**config.mk**
```make
export PLATFORM = sky130hd
export DESIGN_NAME = tap_shift_reg
export DESIGN_NICKNAME = d
export VERILOG_FILES = /design/src/rtl/tsr_pkg.sv /design/src/rtl/tsr_segment.sv /design/src/rtl/tsr_tap_ctrl.sv /design/src/rtl/tap_shift_reg.sv
export SDC_FILE = /design/constraint.sdc
export NUM_CORES = 1
export LEC_CHECK = 0
export ABC_CLOCK_PERIOD_IN_PS = 1200
export BUFFER_PORTS_ARGS = -buffer_cell sky130_fd_sc_hd__buf_2
export CORE_MARGIN = 10
export CORE_UTILIZATION = 55
export DETAILED_ROUTE_END_ITERATION = 8
export GPL_TIMING_DRIVEN = 0
export PLACE_DENSITY = 0.76
export SETUP_SLACK_MARGIN = 0.05
export SYNTH_ARGS = -nofsm -noshare
export SYNTH_HDL_FRONTEND = slang
export SYNTH_SLANG_ARGS = --single-unit
export TNS_END_PERCENT = 30
```
**constraint.sdc**
```tcl
create_clock -name clk_i -period 1.2 [get_ports clk_i]
set_clock_uncertainty 0.2 [all_clocks]
set_input_delay 0.06 -clock clk_i [delete_from_list [all_inputs] [get_ports clk_i]]
set_output_delay 0.06 -clock clk_i [all_outputs]
set_load 0.005 [all_outputs]
```
**src/rtl/tsr_pkg.sv**
```systemverilog
package tsr_pkg;
  typedef enum logic {
    MODE_SHIFT = 1'b0,
    MODE_LOAD  = 1'b1
  } tsr_mode_e;
endpackage

```
**src/rtl/tsr_segment.sv**
```systemverilog
module tsr_segment #(
  parameter int unsigned SEG_LEN = 16
) (
  input  logic clk_i,
  input  logic rst_ni,
  input  logic din_i,
  output logic head_o,
  output logic tail_o
);
  logic [SEG_LEN-1:0] stg_q;

  always_ff @(posedge clk_i or negedge rst_ni) begin
    if (!rst_ni) stg_q <= '0;
    else         stg_q <= {stg_q[SEG_LEN-2:0], din_i};
  end

  assign head_o = stg_q[0];
  assign tail_o = stg_q[SEG_LEN-1];

  assert_head_load_R2: assert property (@(posedge clk_i) disable iff (!rst_ni)
    1'b1 |=> head_o == $past(din_i));

  assert_tail_shift_R3: assert property (@(posedge clk_i) disable iff (!rst_ni)
    1'b1 |=> tail_o == $past(stg_q[SEG_LEN-2]));
endmodule

```
**src/rtl/tsr_tap_ctrl.sv**
```systemverilog
module tsr_tap_ctrl
  import tsr_pkg::*;
#(
  parameter int unsigned NUM_SEG = 4
) (
  input  logic               wr_en_i,
  input  logic               ser_i,
  input  logic [NUM_SEG-2:0] tap_i,
  input  logic [NUM_SEG-2:0] seg_tail_i,
  output logic [NUM_SEG-1:0] seg_din_o,
  output logic [NUM_SEG-1:0] tap_oe_o
);
  tsr_mode_e mode;
  assign mode = wr_en_i ? MODE_LOAD : MODE_SHIFT;

  assign seg_din_o[0] = ser_i;

  for (genvar k = 1; k < NUM_SEG; k++) begin : g_mux
    assign seg_din_o[k] = (mode == MODE_LOAD) ? tap_i[k-1] : seg_tail_i[k-1];
  end

  assign tap_oe_o = (mode == MODE_SHIFT) ? '1 : '0;

  always_comb begin
    assert_oe_load_R6: assert (!wr_en_i || tap_oe_o == '0);
    assert_oe_shift_R6: assert (wr_en_i || &tap_oe_o);
  end
endmodule

```
**src/rtl/tap_shift_reg.sv**
```systemverilog
module tap_shift_reg #(
  parameter int unsigned SEG_LEN = 16,
  parameter int unsigned NUM_SEG = 4
) (
  input  logic               clk_i,
  input  logic               rst_ni,
  input  logic               ser_i,
  input  logic               wr_en_i,
  input  logic [NUM_SEG-2:0] tap_i,
  output logic [NUM_SEG-1:0] tap_o,
  output logic [NUM_SEG-1:0] tap_oe_o
);
  logic [NUM_SEG-1:0] seg_din;
  logic [NUM_SEG-1:0] seg_head;
  logic [NUM_SEG-1:0] seg_tail;

  tsr_tap_ctrl #(.NUM_SEG(NUM_SEG)) u_ctrl (
    .wr_en_i    (wr_en_i),
    .ser_i      (ser_i),
    .tap_i      (tap_i),
    .seg_tail_i (seg_tail[NUM_SEG-2:0]),
    .seg_din_o  (seg_din),
    .tap_oe_o   (tap_oe_o)
  );

  for (genvar k = 0; k < NUM_SEG; k++) begin : g_seg
    tsr_segment #(.SEG_LEN(SEG_LEN)) u_seg (
      .clk_i  (clk_i),
      .rst_ni (rst_ni),
      .din_i  (seg_din[k]),
      .head_o (seg_head[k]),
      .tail_o (seg_tail[k])
    );
  end

  assign tap_o = seg_tail;

  for (genvar k = 1; k < NUM_SEG; k++) begin : g_chk
    assert_cross_shift_R3: assert property (@(posedge clk_i) disable iff (!rst_ni)
      !wr_en_i |=> seg_head[k] == $past(seg_tail[k-1]));
    assert_cross_load_R4: assert property (@(posedge clk_i) disable iff (!rst_ni)
      wr_en_i |=> seg_head[k] == $past(tap_i[k-1]));
  end
endmodule

```
-- After elaboration in Yosys (flattened, before gate mapping)
Index checks and enable logic that the tools add are counted.
- flip-flop bits (word level): 64
- input bits: 7
- output and inout bits: 8
- word-level logic and storage cells: 9
- muxes and demuxes: 5
- operators by type and width (operator ; count):
    2-to-1 mux 1 bit ; 4
    2-to-1 mux 4 bit ; 1

-- Depth between registers and ports, before layout
Gate-level depths: netlist of run 1.
- depth after elaboration: 2
- mapped depth: 2
- depth with buffers taken out: 1

-- Hierarchy
A second synthesis of run 1 with hierarchy kept.
- cell total of the unflattened synthesis: 72
- area, all modules: 1669.1 sq um
- by module, submodules not included (module ; instances ; cells each ; area an instance (sq um) ; sequential area each (sq um)):
    tsr_segment ; 4 ; 16 ; 400.4 ; 400.4
    tsr_tap_ctrl ; 1 ; 8 ; 67.6 ; 0.0

-- Least setup slack after synthesis of run 1
OpenSTA, ideal clock, no wires.
- path type: register to register
- from: register g_seg[0].u_seg.stg_q[15]
- to: register g_seg[1].u_seg.stg_q[0]
- library setup time: 125 ps
- arrival: 593 ps
- data required time: 875 ps
- slack: 282 ps
- stages on the path, launching flop included: 2
- path buffers: 0
- clock period less this slack: 918 ps
- path through: dfrtp_1 > mux2_2
- cells in the longest elaborated chain, start to end: 1
- RTL lines (what ; line ; text):
    from (decl) ; tsr_segment.sv:10 ; logic [SEG_LEN-1:0] stg_q;
    from (signal assigned) ; tsr_segment.sv:14 ; else stg_q <= {stg_q[SEG_LEN-2:0], din_i};
    2-to-1 mux 1 bit ; tsr_tap_ctrl.sv:19 ; assign seg_din_o[k] = (mode == MODE_LOAD) ? tap_i[k-1] : seg_tail_i[k-1];
    net g_seg[1].u_seg.din_i ; tsr_segment.sv:6 ; input logic din_i,
    to (signal assigned) ; tsr_segment.sv:14 ;
    to (decl) ; tsr_segment.sv:10 ;
The timed path passes the listed nets, and every way through them passes these cells.

-- Worst setup path after layout of run 1
- from: register g_seg[0].u_seg.stg_q[15]
- to: output tap_o[0]
- RTL lines (what ; line ; text):
    to (decl) ; tap_shift_reg.sv:10 ; output logic [NUM_SEG-1:0] tap_o,
No word-level cell between the ends.

==> results of run 1 <==
-- synthesized netlist by cell type --
cell type / instances / area, um2
sky130_fd_sc_hd__buf_4: 7 / 52.6
sky130_fd_sc_hd__dfrtp_1: 64 / 1600
sky130_fd_sc_hd__inv_1: 1 / 3.75
sky130_fd_sc_hd__mux2_2: 3 / 33.8
-- power groups by stage --
stage                     Sequential, W  Combinational (W)  Clock, W
after floorplan                 0.00239          0.0000352         0
after global placement          0.00241           0.000104         0
after detailed placement        0.00241           0.000106         0
after CTS                       0.00237           0.000137   0.00121
after global routing            0.00239           0.000160   0.00131
final                           0.00237           0.000143   0.00116
-- per-layer routing --
| metal | track usage [%] | wire length [um] |
|---|---|---|
| met3 | 6.51 | 159 |
| met1 | 10.4 | 951 |
| met4 | 4.33 | 13 |
| met2 | 13.1 | 1080 |
| met5 | 0 | 0 |
-- cells by family after synthesis --
group / Yosys count / synth area share (%)
flip-flops: 64 / 94.7
buffers and inverters: 8 / 3.33
multiplexers: 3 / 2.00
-- how the worst max path moves through the flow --
stage | start | to
floorplan | g_seg[0].u_seg.stg_q[15] | g_seg[1].u_seg.stg_q[0]
global placement | rst_ni | g_seg[1].u_seg.stg_q[7]
detailed placement | rst_ni | g_seg[1].u_seg.stg_q[10]
CTS | g_seg[2].u_seg.stg_q[15] | tap_o[2]
global route | g_seg[0].u_seg.stg_q[15] | tap_o[0]
finish | g_seg[0].u_seg.stg_q[15] | tap_o[0]
-- stage by stage --
stage	hold WS [ns]	instances	TNS [ns]	setup slack (ns)	cell area, um2
final	0.0937	145	-0.171	-0.0590	2020
after global routing	0.113	145	-0.413	-0.115	2020
after CTS	-0.204	144	-0.301	-0.0834	2000
after detailed placement	-0.0189	122	-15.34	-0.241	1800
after global placement	-0.0295	122	-9.62	-0.152	1800
after floorplan	-0.436	75	0	0.282	1690
-- what timing repair did --
item,in CTS,in global routing
buffers inserted,2,0
hold endpoints to repair,68,64
hold buffers,5,1
pin swaps,0,0
endpoints found under the setup margin,4,5
resized for setup,4,3
-- cell type report --
| cell class | count | area, um2 | area share [%] |
|---|---|---|---|
| plain buffers | 7 | 63.8 | 3.15 |
| clock buffers | 15 | 110 | 5.44 |
| inverters | 1 | 3.75 | 0.185 |
| multi-input cells | 3 | 37.5 | 1.85 |
| flip-flops and latches | 64 | 1600 | 79.1 |
| well taps | 33 | 41.3 | 2.04 |
| repair buffers | 22 | 166 | 8.22 |
-- critical path: stages, from the launching register on --
cell                      delay (ns)
sky130_fd_sc_hd__dfrtp_1        0.41
sky130_fd_sc_hd__buf_6          0.12
sky130_fd_sc_hd__buf_6          0.10
==> run_summary.xml, run 1 <==
<?xml version="1.0" encoding="UTF-8"?>
<metrics>
  <group name="global_routing">
    <metric name="grt_first_pass_wirelength" unit="um">3550</metric>
    <metric name="grtUsageTotal" unit="%">9.26</metric>
    <metric name="grt_antenna_before_repair" unit="">0</metric>
    <metric name="grt_max_degree" unit="">65</metric>
    <metric name="globalRouteOverflowTotal" unit="">0</metric>
    <metric name="grt_pass1_vias" unit="">739</metric>
  </group>
  <group name="final_layout">
    <metric name="registers.top_by_ff_count" unit="">g_seg.u_seg.stg_q</metric>
    <metric name="final_core_utilization" unit="%">67.4</metric>
    <metric name="layout.cells.most_common" unit="">sky130_fd_sc_hd__dfrtp_1</metric>
    <metric name="largest_register_ff_count" unit="">64</metric>
    <metric name="drive_gt1_share" unit="%">33.0</metric>
    <metric name="filler_cell_count" unit="">205</metric>
    <metric name="antenna-diode-count" unit="">0</metric>
    <metric name="nNetsFinal" unit="">115</metric>
    <metric name="commonest_non_fill_non_tap_cells_in_the_layout" unit="">sky130_fd_sc_hd__dfrtp_1 (64), sky130_fd_sc_hd__buf_2 (10), sky130_fd_sc_hd__clkbuf_4 (9), sky130_fd_sc_hd__buf_4 (7)</metric>
    <metric name="synthToLayoutAreaGrowth" unit="%">19.7</metric>
    <metric name="largest_registers" unit="">g_seg.u_seg.stg_q: 64 flops</metric>
  </group>
  <group name="routing">
    <metric name="vias" unit="">673</metric>
    <metric name="ant_nets" unit="">0</metric>
    <metric name="average_detailed_routed_wire_length_per_instance" unit="um">15.2</metric>
    <metric name="drc" unit="">0</metric>
    <metric name="detail_route.first_pass.iterations" unit="">3</metric>
    <metric name="first_iter_violations" unit="">41</metric>
    <metric name="drt-vias-per-instance" unit="">4.64</metric>
    <metric name="routed_wl" unit="um">2200</metric>
  </group>
  <group name="synthesis">
    <metric name="synth-seq-area-share" unit="%">94.7</metric>
    <metric name="synth.distinct_cells" unit="">4</metric>
    <metric name="cells_after_synthesis" unit="">75</metric>
    <metric name="synth-seq-cells" unit="">64</metric>
    <metric name="synth_area_per_cell" unit="um2">22.6</metric>
    <metric name="syn_nets" unit="">82</metric>
    <metric name="mappedNetlistArea" unit="um2">1690</metric>
    <metric name="synth-warning-count" unit="">0</metric>
  </group>
  <group name="clock_tree">
    <metric name="cts_tree" unit="">built</metric>
    <metric name="cts_root_buffer" unit="">sky130_fd_sc_hd__clkbuf_4</metric>
    <metric name="clock_pin_transition_on_the_worst_setup_and_hold_timing_paths" unit="ns">0.09</metric>
    <metric name="tritoncts_num_sinks" unit="">64</metric>
    <metric name="clockBufferDepth" unit="">2</metric>
    <metric name="worstSkewPairLatency" unit="ns">0.36</metric>
    <metric name="h-tree-depth" unit="">3</metric>
    <metric name="numCtsBuffers" unit="">9</metric>
  </group>
  <group name="power">
    <metric name="fin_total_pwr" unit="W">0.00367</metric>
    <metric name="internal_power" unit="W">0.00293</metric>
    <metric name="pwr-share-seq" unit="%">64.5</metric>
    <metric name="total_net_switching_power" unit="W">0.000738</metric>
    <metric name="vdd_drop_max" unit="V">0.000906</metric>
    <metric name="combinationalPowerShare" unit="%">3.9</metric>
    <metric name="powerDensity" unit="nW/um2">1810</metric>
    <metric name="power.switching_fraction" unit="%">20.1</metric>
    <metric name="part_of_the_power_in_the_clock_network" unit="%">31.6</metric>
    <metric name="static-leakage-power" unit="nW">0.967</metric>
  </group>
  <group name="die">
    <metric name="initial_core_util" unit="%">56.3</metric>
    <metric name="die_w" unit="um">75.5</metric>
    <metric name="fp-row-count" unit="">20</metric>
    <metric name="core_area" unit="um2">3000</metric>
    <metric name="die_h" unit="um">75.5</metric>
    <metric name="floorplan.die_area" unit="um2">5690</metric>
    <metric name="pin_count" unit="">15</metric>
  </group>
  <group name="worst_setup_path">
    <metric name="crit-reg2reg-capture" unit="">g_seg[1].u_seg.stg_q[0]</metric>
    <metric name="worst_r2r_startpoint" unit="">g_seg[0].u_seg.stg_q[15]</metric>
    <metric name="timing.critical_path.arrival" unit="ns">1.00</metric>
    <metric name="setup.reg_to_reg.worst_slack" unit="ns">0.07</metric>
    <metric name="cp_max_fo" unit="">2</metric>
    <metric name="timing.critical_path.to_type" unit="">output port</metric>
    <metric name="timing.critical_path.from_type" unit="">register</metric>
    <metric name="criticalPathCategory" unit="">register to output port</metric>
    <metric name="crit_required" unit="ns">0.94</metric>
    <metric name="timing.reg2reg.worst_path_depth" unit="">2</metric>
  </group>
  <group name="timing">
    <metric name="final.min_clock_period" unit="ns">1.26</metric>
    <metric name="grt_setup_unrepaired" unit="">true</metric>
    <metric name="maxSlewHeadroom" unit="%">52.4</metric>
    <metric name="setup_ws" unit="ns">-0.0590</metric>
    <metric name="timing_hold_violations_final" unit="">0</metric>
    <metric name="final-setup-viol-count" unit="">4</metric>
    <metric name="final_period_util" unit="%">105</metric>
    <metric name="maxClockFrequency" unit="MHz">794</metric>
    <metric name="worst_pin_slew" unit="ns">0.715</metric>
    <metric name="drv_slew" unit="">0</metric>
  </group>
  <group name="place">
    <metric name="gpl.final_weighted_congestion" unit="">0.680</metric>
    <metric name="numPortBuffers" unit="">14</metric>
    <metric name="post-dp-hpwl" unit="um">1180</metric>
  </group>
  <group name="outcome">
    <metric name="outcome" unit="">finished with violations</metric>
    <metric name="failed_checks" unit="">setup timing</metric>
  </group>
  <group name="run">
    <metric name="timing.max_cap.violations" unit="">0</metric>
  </group>
  <group name="worst_hold_path">
    <metric name="worstHoldPathType" unit="">input port to async pin</metric>
  </group>
</metrics>
Power figures use the tool's default switching activity.
==> run 2, diff against run 1 <==
- BUFFER_PORTS_ARGS: -buffer_cell sky130_fd_sc_hd__buf_2 -> -buffer_cell sky130_fd_sc_hd__buf_4
==> run 2 against run 1 <==
Sequential power is essentially flat; maximum frequency shrank 0.39%; utilization grew 1.3 points; final area grew 1.9%; via count shrank 4.3%; critical endpoint unchanged; the run still ends with setup timing left; sequential share of layout area shrank 1.4 points; critical path depth is the same; hold slack lost 0.024 ns; die area is the same; routed wire length grew 6.0%.
==> run_summary.xml, run 2 (synthesis results as in run 1) <==
<?xml version="1.0" encoding="UTF-8"?>
<metrics>
  <group name="clock_tree">
    <metric name="cts_root_buffer" unit="">sky130_fd_sc_hd__clkbuf_4</metric>
    <metric name="h-tree-depth" unit="">3</metric>
    <metric name="cts_tree" unit="">built</metric>
    <metric name="numCtsBuffers" unit="">9</metric>
    <metric name="tritoncts_num_sinks" unit="">64</metric>
    <metric name="worstSkewPairLatency" unit="ns">0.40</metric>
    <metric name="clock_pin_transition_on_the_worst_setup_and_hold_timing_paths" unit="ns">0.09</metric>
    <metric name="clockBufferDepth" unit="">2</metric>
  </group>
  <group name="worst_setup_path">
    <metric name="crit-reg2reg-capture" unit="">g_seg[1].u_seg.stg_q[0]</metric>
    <metric name="cp_max_fo" unit="">2</metric>
    <metric name="setup.reg_to_reg.worst_slack" unit="ns">0.08</metric>
    <metric name="worst_r2r_startpoint" unit="">g_seg[0].u_seg.stg_q[15]</metric>
    <metric name="timing.reg2reg.worst_path_depth" unit="">2</metric>
    <metric name="timing.critical_path.arrival" unit="ns">1.00</metric>
    <metric name="timing.critical_path.from_type" unit="">register</metric>
    <metric name="crit_required" unit="ns">0.94</metric>
    <metric name="timing.critical_path.to_type" unit="">output port</metric>
    <metric name="criticalPathCategory" unit="">register to output port</metric>
  </group>
  <group name="timing">
    <metric name="timing_hold_violations_final" unit="">0</metric>
    <metric name="final.min_clock_period" unit="ns">1.26</metric>
    <metric name="maxSlewHeadroom" unit="%">50.3</metric>
    <metric name="setup_ws" unit="ns">-0.0639</metric>
    <metric name="grt_setup_unrepaired" unit="">true</metric>
    <metric name="final-setup-viol-count" unit="">2</metric>
    <metric name="maxClockFrequency" unit="MHz">791</metric>
    <metric name="worst_pin_slew" unit="ns">0.745</metric>
    <metric name="final_period_util" unit="%">105</metric>
    <metric name="drv_slew" unit="">0</metric>
  </group>
  <group name="outcome">
    <metric name="failed_checks" unit="">setup timing</metric>
    <metric name="outcome" unit="">finished with violations</metric>
  </group>
  <group name="die">
    <metric name="pin_count" unit="">15</metric>
    <metric name="die_w" unit="um">75.5</metric>
    <metric name="fp-row-count" unit="">20</metric>
    <metric name="initial_core_util" unit="%">56.3</metric>
    <metric name="die_h" unit="um">75.5</metric>
    <metric name="floorplan.die_area" unit="um2">5690</metric>
    <metric name="core_area" unit="um2">3000</metric>
  </group>
  <group name="global_routing">
    <metric name="grt_first_pass_wirelength" unit="um">3670</metric>
    <metric name="globalRouteOverflowTotal" unit="">0</metric>
    <metric name="grtUsageTotal" unit="%">10.1</metric>
    <metric name="grt_antenna_before_repair" unit="">0</metric>
    <metric name="grt_pass1_vias" unit="">741</metric>
    <metric name="grt_max_degree" unit="">65</metric>
  </group>
  <group name="routing">
    <metric name="average_detailed_routed_wire_length_per_instance" unit="um">16.2</metric>
    <metric name="first_iter_violations" unit="">53</metric>
    <metric name="vias" unit="">644</metric>
    <metric name="detail_route.first_pass.iterations" unit="">2</metric>
    <metric name="ant_nets" unit="">0</metric>
    <metric name="drt-vias-per-instance" unit="">4.47</metric>
    <metric name="routed_wl" unit="um">2330</metric>
    <metric name="drc" unit="">0</metric>
  </group>
  <group name="final_layout">
    <metric name="commonest_non_fill_non_tap_cells_in_the_layout" unit="">sky130_fd_sc_hd__dfrtp_1 (64), sky130_fd_sc_hd__buf_4 (15), sky130_fd_sc_hd__clkbuf_4 (9), sky130_fd_sc_hd__buf_6 (6), sky130_fd_sc_hd__dlygate4sd3_1 (6)</metric>
    <metric name="layout.cells.most_common" unit="">sky130_fd_sc_hd__dfrtp_1</metric>
    <metric name="antenna-diode-count" unit="">0</metric>
    <metric name="post-route-cell-area" unit="um2">2060</metric>
    <metric name="multiInputGateArea" unit="um2">33.8</metric>
    <metric name="largest_registers" unit="">g_seg.u_seg.stg_q: 64 flops</metric>
    <metric name="drive_gt1_share" unit="%">35.1</metric>
    <metric name="largest_register_ff_count" unit="">64</metric>
    <metric name="nNetsFinal" unit="">113</metric>
    <metric name="registers.top_by_ff_count" unit="">g_seg.u_seg.stg_q</metric>
    <metric name="synthToLayoutAreaGrowth" unit="%">21.9</metric>
    <metric name="count_of_non_filler_cells_in_the_finished_layout" unit="">144</metric>
    <metric name="filler_cell_count" unit="">198</metric>
    <metric name="register_area" unit="um2">1600</metric>
  </group>
  <group name="place">
    <metric name="gpl.final_weighted_congestion" unit="">0.704</metric>
    <metric name="placedInstanceArea" unit="um2">1840</metric>
    <metric name="dp.cells" unit="">122</metric>
    <metric name="numPortBuffers" unit="">14</metric>
    <metric name="post-dp-hpwl" unit="um">1300</metric>
  </group>
  <group name="power">
    <metric name="vdd_drop_max" unit="V">0.00124</metric>
    <metric name="static-leakage-power" unit="nW">0.977</metric>
    <metric name="powerDensity" unit="nW/um2">1900</metric>
    <metric name="fin_total_pwr" unit="W">0.00392</metric>
  </group>
  <group name="run">
    <metric name="timing.max_cap.violations" unit="">0</metric>
  </group>
  <group name="worst_hold_path">
    <metric name="worstHoldPathType" unit="">input port to async pin</metric>
  </group>
</metrics>
-- run 2: layout make-up --
class | count | area share (%)
repair buffers | 22 | 9.47
inverters | 1 | 0.182
flip-flops and latches | 64 | 77.7
well taps | 33 | 2.00
multi-input cells | 3 | 1.64
clock inverters | 5 | 2.73
clock buffers | 11 | 4.13
plain buffers | 5 | 2.18
-- run 2: power breakdown --
part | leakage [nW] | internal (W) | switching, W
clock | 0.0760 | 0.000689 | 0.000714
sequential | 0.750 | 0.00232 | 0.0000533
combinational | 0.151 | 0.0000790 | 0.0000639
-- run 2: metal layers --
| metal | vias to the layer above | track usage (%) | routed length, um |
|---|---|---|---|
| met3 | 6 | 8.07 | 206 |
| met2 | 17 | 14.3 | 1090 |
| li1 | 289 | - | - |
| met4 | 0 | 5.57 | 40 |
| met5 | - | 0 | 0 |
| met1 | 332 | 10.4 | 997 |
-- run 2: critical path, stage by stage, from the launching register on --
cell	delay, ns
sky130_fd_sc_hd__dfrtp_1	0.40
sky130_fd_sc_hd__buf_6	0.12
sky130_fd_sc_hd__buf_6	0.10
-- run 2: worst max-delay path by stage --
| stage | start | to | slack [ns] | cells after the start |
|---|---|---|---|---|
| after floorplan | g_seg[0].u_seg.stg_q[15] | g_seg[1].u_seg.stg_q[0] | 0.28 | 1 |
| final | g_seg[0].u_seg.stg_q[15] | tap_o[0] | -0.06 | 2 |
| after global routing | g_seg[0].u_seg.stg_q[15] | tap_o[0] | -0.13 | 2 |
| after CTS | g_seg[0].u_seg.stg_q[15] | tap_o[0] | -0.10 | 2 |
| after detailed placement | g_seg[0].u_seg.stg_q[15] | g_seg[1].u_seg.stg_q[0] | 0.22 | 1 |
| after global placement | g_seg[0].u_seg.stg_q[15] | g_seg[1].u_seg.stg_q[0] | 0.22 | 1 |
-- run 2: through the flow --
stage          TNS, ns  hold slack [ns]  setup WS [ns]  utilization [%]
2_1_floorplan        0           -0.436          0.282                -
3_3_place_gp         0          -0.0481          0.219             61.2
3_5_place_dp         0          -0.0295          0.216             61.2
4_1_cts         -0.226           0.0616         -0.105             68.7
5_1_grt         -0.335           0.0745         -0.132             68.7
6_report        -0.105           0.0696        -0.0639             68.7
-- run 2: repair_timing --
item,CTS,global route
resized for setup,6,0
pin swaps,0,0
hold buffers,6,0
buffers inserted,2,0
cloned,0,0
setup endpoints to repair,4,4
hold endpoints to repair,68,0
